## src/rtl/ext_irq_pkg.sv

```systemverilog
package ext_irq_pkg;

   // Which pin the pin source reads, and with which polarity
   typedef enum logic {
      SEL_A_HIGH = 1'b0,
      SEL_B_LOW  = 1'b1
   } pin_sel_e;

   typedef struct packed {
      logic a;
      logic b;
   } pin_pair_t;

   // Map the selected pin onto an active-high request level
   function automatic logic active_level(pin_pair_t p, pin_sel_e sel);
      return (sel == SEL_B_LOW) ? ~p.b : p.a;
   endfunction

   // Sticky flag update: a new request beats a same-cycle clear
   function automatic logic sticky_next(logic cur, logic set, logic clr);
      if (set)
         return 1'b1;
      else if (clr)
         return 1'b0;
      else
         return cur;
   endfunction

endpackage

```

## src/rtl/ext_irq_sync.sv

```systemverilog
module ext_irq_sync #(
   parameter int WIDTH   = 2,
   parameter int STAGES  = 2,
   parameter logic RST_VAL = 1'b0
) (
   input  logic             clk,
   input  logic             rst_n,
   input  logic [WIDTH-1:0] d,
   output logic [WIDTH-1:0] q
);

   localparam int LAST = STAGES - 1;

   generate
      if (STAGES < 2) begin : g_bad_stages
         $error("ext_irq_sync: STAGES must be at least 2");
      end
      if (WIDTH < 1) begin : g_bad_width
         $error("ext_irq_sync: WIDTH must be at least 1");
      end
   endgenerate

   logic [WIDTH-1:0] chain [STAGES];

   genvar s;
   generate
      for (s = 0; s < STAGES; s++) begin : g_stage
         if (s == 0) begin : g_first
            always_ff @(posedge clk or negedge rst_n) begin
               if (!rst_n)
                  chain[s] <= {WIDTH{RST_VAL}};
               else
                  chain[s] <= d;
            end
         end else begin : g_next
            always_ff @(posedge clk or negedge rst_n) begin
               if (!rst_n)
                  chain[s] <= {WIDTH{RST_VAL}};
               else
                  chain[s] <= chain[s-1];
            end
         end
      end
   endgenerate

   assign q = chain[LAST];

endmodule

```

## src/rtl/ext_irq_pin_det.sv

```systemverilog
module ext_irq_pin_det
   import ext_irq_pkg::*;
#(
   parameter bit FLAG_RST = 1'b1
) (
   input  logic      clk,
   input  logic      rst_n,
   input  logic      port_en,
   input  pin_pair_t pins_s,
   input  logic      edge_mode,
   input  logic      pin_gate,
   input  logic      clr,
   output logic      pend,
   output logic      edge_hit
);

   pin_sel_e sel;
   logic     act;
   logic     act_q;
   logic     flag;

   assign sel = pin_sel_e'(pin_gate);
   assign act = port_en & active_level(pins_s, sel);

   // act_q resets high so the reset release cannot fake an edge
   always_ff @(posedge clk or negedge rst_n) begin
      if (!rst_n)
         act_q <= 1'b1;
      else
         act_q <= act;
   end

   assign edge_hit = act & ~act_q;

   always_ff @(posedge clk or negedge rst_n) begin
      if (!rst_n)
         flag <= FLAG_RST;
      else
         flag <= sticky_next(flag, edge_hit, clr);
   end

   assign pend = edge_mode ? flag : act;

endmodule

```

## src/rtl/ext_irq_osc_src.sv

```systemverilog
module ext_irq_osc_src
   import ext_irq_pkg::*;
#(
   parameter int TICK_DIV = 2,
   parameter bit FLAG_RST = 1'b1
) (
   input  logic clk,
   input  logic rst_n,
   input  logic osc_gate,
   input  logic slow_tick,
   input  logic osc_resume,
   input  logic clr,
   output logic pend,
   output logic req
);

   localparam int CW = (TICK_DIV > 1) ? $clog2(TICK_DIV) : 1;

   generate
      if (TICK_DIV < 1) begin : g_bad_div
         $error("ext_irq_osc_src: TICK_DIV must be at least 1");
      end
   endgenerate

   logic periodic;
   logic flag;

   generate
      if (TICK_DIV == 1) begin : g_direct
         assign periodic = slow_tick;
      end else begin : g_divided
         localparam logic [CW-1:0] LAST = CW'(TICK_DIV - 1);
         logic [CW-1:0] cnt;
         // Counter is held at zero while the periodic mode is off
         always_ff @(posedge clk or negedge rst_n) begin
            if (!rst_n)
               cnt <= '0;
            else if (!osc_gate)
               cnt <= '0;
            else if (slow_tick)
               cnt <= (cnt == LAST) ? '0 : cnt + 1'b1;
         end
         assign periodic = slow_tick && (cnt == LAST);
      end
   endgenerate

   assign req = osc_gate ? periodic : osc_resume;

   always_ff @(posedge clk or negedge rst_n) begin
      if (!rst_n)
         flag <= FLAG_RST;
      else
         flag <= sticky_next(flag, req, clr);
   end

   assign pend = flag;

endmodule

```

## src/rtl/ext_irq_cond.sv

```systemverilog
module ext_irq_cond
   import ext_irq_pkg::*;
#(
   parameter int SYNC_STAGES = 2,
   parameter int TICK_DIV    = 2
) (
   input  logic clk,
   input  logic rst_n,
   input  logic port_en,
   input  logic pin_a,
   input  logic pin_b,
   input  logic edge_mode,
   input  logic pin_gate,
   input  logic osc_gate,
   input  logic slow_tick,
   input  logic osc_resume,
   input  logic pin_clr,
   input  logic osc_clr,
   output logic pin_pend,
   output logic osc_pend
);

   localparam int PIN_W = $bits(pin_pair_t);

   generate
      if (SYNC_STAGES < 2) begin : g_bad_sync
         $error("ext_irq_cond: SYNC_STAGES must be at least 2");
      end
      if (TICK_DIV < 1) begin : g_bad_div
         $error("ext_irq_cond: TICK_DIV must be at least 1");
      end
   endgenerate

   pin_pair_t pins_raw;
   pin_pair_t pins_s;
   logic [PIN_W-1:0] pins_s_vec;
   logic pin_edge_hit;
   logic osc_req;

   assign pins_raw.a = pin_a;
   assign pins_raw.b = pin_b;

   ext_irq_sync #(
      .WIDTH  (PIN_W),
      .STAGES (SYNC_STAGES),
      .RST_VAL(1'b0)
   ) sync_i (
      .clk  (clk),
      .rst_n(rst_n),
      .d    (pins_raw),
      .q    (pins_s_vec)
   );

   assign pins_s = pin_pair_t'(pins_s_vec);

   ext_irq_pin_det #(
      .FLAG_RST(1'b1)
   ) pin_i (
      .clk      (clk),
      .rst_n    (rst_n),
      .port_en  (port_en),
      .pins_s   (pins_s),
      .edge_mode(edge_mode),
      .pin_gate (pin_gate),
      .clr      (pin_clr),
      .pend     (pin_pend),
      .edge_hit (pin_edge_hit)
   );

   ext_irq_osc_src #(
      .TICK_DIV(TICK_DIV),
      .FLAG_RST(1'b1)
   ) osc_i (
      .clk       (clk),
      .rst_n     (rst_n),
      .osc_gate  (osc_gate),
      .slow_tick (slow_tick),
      .osc_resume(osc_resume),
      .clr       (osc_clr),
      .pend      (osc_pend),
      .req       (osc_req)
   );

endmodule

```

## config.mk

```make
export PLATFORM = sky130hd
export DESIGN_NAME = ext_irq_cond
export DESIGN_NICKNAME = d
export VERILOG_FILES = /design/src/rtl/ext_irq_pkg.sv /design/src/rtl/ext_irq_sync.sv /design/src/rtl/ext_irq_pin_det.sv /design/src/rtl/ext_irq_osc_src.sv /design/src/rtl/ext_irq_cond.sv
export SDC_FILE = /design/constraint.sdc
export NUM_CORES = 1
export LEC_CHECK = 0
export BUFFER_PORTS_ARGS = -buffer_cell sky130_fd_sc_hd__buf_4
export CORE_AREA = 2 2 39 41
export DETAILED_ROUTE_END_ITERATION = 16
export DIE_AREA = 0 0 41 43
export SLEW_MARGIN = 15
export SYNTH_ARGS = -nofsm -noshare
export SYNTH_HDL_FRONTEND = slang
export SYNTH_SLANG_ARGS = --single-unit
export TNS_END_PERCENT = 100
```

## constraint.sdc

```tcl
create_clock -name clk -period 0.8 [get_ports clk]
set_input_delay 0 -clock clk [delete_from_list [all_inputs] [get_ports clk]]
set_output_delay 0 -clock clk [all_outputs]
set_load 0.03 [all_outputs]
```

# Word-level counts from Yosys, hierarchy flattened

Cells that the tools add are included.

Register bits after elaboration: 8
Input bits: 12
Output and inout port bits: 2
Logic and storage cells: 25

Add/subtract/negate cells: 1
Equal/unequal tests: 1
Multiplexer cells: 10
Bitwise gates (word level): 4
Reductions and logical operators: 3

Operator list:

| kind                                          | count |
|---|---|
| 2-to-1 mux 1 bit                              | 10 |
| nonzero test 2 bit                            | 2 |
| bitwise AND 1 bit                             | 2 |
| != test 2 x 1 -> 1 bit, second input constant | 1 |
| NOT 1 bit                                     | 2 |
| adder 1 bit, second input constant            | 1 |
| logical AND 1 bit                             | 1 |

# Logic depth before layout (Yosys ltp)

Depth after elaboration: 5
Mapped depth: 3
Depth with buffers taken out: 3

# Cells and area by module

From an unflattened synthesis, not the netlist that was laid out.

Cell total of the unflattened synthesis: 27
Area total of the unflattened synthesis: 332.8 um^2

By module, submodules not included:

| module          | times used | cells an instance | area each (um^2) | seq. area each (um^2) |
|---|---|---|---|---|
| ext_irq_pin_det | 1          | 12                | 125.1            | 52.6 |
| ext_irq_sync    | 1          | 6                 | 115.1            | 100.1 |
| ext_irq_osc_src | 1          | 9                 | 92.6             | 51.3 |

# Least setup slack after synthesis

No wires, ideal clock.

Path type: register to output
From: reg sync_i.chain (netlist bit sync_i.q[0])
To: out pin_pend
Arrival time: 0.996 ns
Data required time: 0.800 ns
Setup slack: -0.196 ns
Cell stages (with the launch flop): 4
Path buffers: 0
Cells stage by stage: dfrtp_1 > nor2b_1 > o21ai_1 > o21ai_1

Cells in the longest elaborated chain, start to end: 4

RTL lines:

| element                         | RTL line              | source |
|---|---|---|
| start, declared                 | ext_irq_sync.sv:23    | `logic [WIDTH-1:0] chain [STAGES];` |
| start signal, assigned by index | ext_irq_sync.sv:38    | `chain[s] <= {WIDTH{RST_VAL}};` |
| start signal, assigned by index | ext_irq_sync.sv:40    | `chain[s] <= chain[s-1];` |
| NOT 1 bit                       | ext_irq_pkg.sv:16     | `return (sel == SEL_B_LOW) ? ~p.b : p.a;` |
| 2-to-1 mux 1 bit                | ext_irq_pkg.sv:16     |  |
| bitwise AND 1 bit               | ext_irq_pin_det.sv:23 | `assign act = port_en & active_level(pins_s, sel);` |
| 2-to-1 mux 1 bit                | ext_irq_pin_det.sv:42 | `assign pend = edge_mode ? flag : act;` |
| end, declared                   | ext_irq_cond.sv:19    | `output logic pin_pend,` |

Every way passes these cells.

# Worst setup path in the final report

From: reg sync_i.chain (netlist bit sync_i.q[1])
To: out pin_pend

Cells in the longest elaborated chain, start to end: 3

RTL lines:

| element           | RTL line |
|---|---|
| 2-to-1 mux 1 bit  | ext_irq_pkg.sv:16 |
| bitwise AND 1 bit | ext_irq_pin_det.sv:23 |
| 2-to-1 mux 1 bit  | ext_irq_pin_det.sv:42 |

Every way passes these cells.

==> impl_metrics.tcl <==
set metrics [dict create \
    cellPowerDensity_nw_per_um2 1780 \
    final_critical_path_setup_slack_ps -304 \
    critical_path_arrival_ps 1100 \
    clock_skew_ps 8.86 \
    vdd_ir_drop_max_mv 0.665 \
    initial_core_util_pct 20.3 \
    post_synth_num_cell_types 11 \
    mappedNetlistArea_um2 280 \
    critPathRequiredTime_ps 800 \
    route.detailed.vias_per_inst 3.98 \
    clock_tree_from_tritoncts "yes" \
    worst_setup_path_end_kind "primary output" \
    clk_pin_slew_ps 60 \
    placeable_core_region_um2 1380 \
    synth-seq-cells 8 \
    maxSlewViolCount 0 \
    final-instance-count-excl-fill 64 \
    syn-mean-instance-area_um2 12.7 \
    critical_path_class "reg2out" \
    fin_util_pct 39.7 \
    max_cap_violations 0 \
    floorplan.die.width_um 41 \
    cts_inserted_buffers 3 \
    post_synth_inst_count 22 \
    dp_worst_setup_slack_ps -109 \
    routed_wire_length_per_instance_um 9.97 \
    area.growth.synth_to_final_pct 96.0 \
    kind_of_start_point_of_the_critical_path "flip-flop" \
    class_of_the_worst_hold_path "in2reg" \
    grt_util_all_layers_pct 10.3 \
    clock_tree.htree_level_count 1 \
    yosysSeqAreaShare_pct 72.8 \
    num_antenna_cells 0 \
    tritoncts_num_sinks 8 \
    clk_path_buf_depth 2 \
    shortest_period_the_worst_path_allows_ps 1100 \
    timing.critical_path.fanout_max 2 \
    globalplace.congestion 0.638 \
    tightestPinTransition_ps 155 \
    first_pass_grt_wire_length_um 1060 \
    fmax_ghz 0.906 \
    layout.filler_cells 137 \
    clock_tree.root_cell "clkbuf_4" \
    design_power_total_mw 0.980 \
    final-setup-viol-count 4 \
    routed_wirelength_um 638 \
    nNetsFinal 61 \
    drtIter0Drc 6 \
    fin_tns_setup_ps -657 \
    io_buffers 13 \
    placed_cells 51 \
    run_status "finished, violations left" \
    synth_nets 34 \
    io_pins 14 \
    rows 14 \
    violated_checks "setup timing" \
    first_global_vias 291 \
    rsz0062_at_grt "true" \
    clkLatencyLatePin_ps 250 \
    chipHeight_um 43 \
    yosysWarnings 0 \
    max-slew-margin-rel_pct 89.7 \
    overflow 0 \
    area_of_the_die_um2 1760 \
    via_count 255 \
    post-route-drc-count 0 \
    number_of_antenna_violations_at_the_first_check_in_global_routing 0 \
    grt_start_max_net_pins 9 \
    final_layout_size_suffix_gt1_share_pct 56.3 \
    drt_pre_antenna_iters 2 \
    final.period_utilization_pct 138 \
    hold_viol_final 0 \
    ant_nets 0 \
    power.static_leakage_nw 0.260 \
]
-- cells by family (layout without fill, tap and decap cells) --
logic type,Yosys count,in the layout,share of synthesized area [%]
DFF,8,8,72.8
buffers and inverters,4,30,5.36
AOI/OAI and AO/OA,4,4,8.93
and+or+nand+nor,5,5,9.82
xor gates and xnor gates,1,1,3.13
-- synth_stat cells --
| library cell | number | area, um^2 |
|---|---|---|
| and2_1 | 1 | 6.26 |
| dfrtp_1 | 5 | 125 |
| dfstp_2 | 3 | 78.8 |
| inv_1 | 4 | 15.0 |
| nand2_1 | 1 | 3.75 |
| nand3_1 | 1 | 5.00 |
| nor2b_1 | 2 | 12.5 |
| o21ai_1 | 2 | 10.0 |
| o221ai_1 | 1 | 8.76 |
| o22ai_1 | 1 | 6.26 |
| xor2_1 | 1 | 8.76 |
-- final timing paths --
kind,from,to,slack (ps),depth (start not counted)
max in group asynchronous,rst_n,pin_i.flag,490,2
max reg2reg,sync_i.q[1],pin_i.flag,-130,4
max,sync_i.q[1],pin_pend,-300,4
min,slow_tick,osc_i.g_divided.cnt,50,3
min in group asynchronous,rst_n,sync_i.q[1],90,2
min reg2reg,sync_i.chain[3],sync_i.q[1],350,0
-- sequential cells by signal, indices dropped and copies added (netlist names) --
register	cells
sync_i.chain	2
sync_i.q	2
pin_i.act_q	1
osc_i.pend	1
osc_i.g_divided.cnt	1
pin_i.flag	1
-- routing by layer --
metal | track usage [%] | share of wire [%]
met3 | 6.81 | 8.6
met1 | 7.02 | 37
met2 | 16.3 | 55
met5 | 0 | 0
met4 | 10.0 | 0
-- cell usage in the layout (no fill, tap or decap) --
cell / Yosys / routed
nor2b_2: 0 / 1
and2_1: 1 / 1
nand2_1: 1 / 1
buf_4: 0 / 12
nand3_1: 1 / 1
dlygate4sd3_1: 0 / 8
o221ai_2: 0 / 1
clkbuf_4: 0 / 3
xor2_1: 1 / 1
inv_2: 0 / 1
o21ai_2: 0 / 2
nor2b_4: 0 / 1
inv_1: 4 / 3
o22ai_2: 0 / 1
dfrtp_1: 5 / 5
buf_6: 0 / 2
dfstp_2: 3 / 3
clkbuf_1: 0 / 1
-- timing repair --
item	4_1_cts	5_1_grt
setup buffers	1	0
endpoints found under the hold margin	13	0
resized for setup	8	1
setup endpoints to repair	4	6
hold buffers	8	0
pin swaps	1	1
-- through the flow --
stage | area, um^2 | hold slack, ps
2_1_floorplan | 284 | -296
3_3_place_gp | 402 | -181
3_5_place_dp | 402 | -178
4_1_cts | 547 | 53.5
5_1_grt | 549 | 51.1
6_report | 549 | 51.9
-- critical path, stage by stage (launching register included) --
cell	delay, ps
dfrtp_1	360
nor2b_4	120
o21ai_2	170
o21ai_2	70
buf_6	130
-- layout make-up --
cell class	count	area [um^2]	area share [%]
well taps	16	20.0	3.64
clock buffers	4	26.3	4.78
flip-flops and latches	8	204	37.1
repair buffers	22	193	35.1
inverters	4	15.0	2.73
multi-input cells	10	91.3	16.6
-- power breakdown --
part	switching (mW)	internal [mW]	leakage, nW
clock	0.139	0.191	0.0150
sequential	0.0157	0.446	0.0909
combinational	0.0760	0.113	0.154
Note: power is estimated with default switching activity, not from simulation.
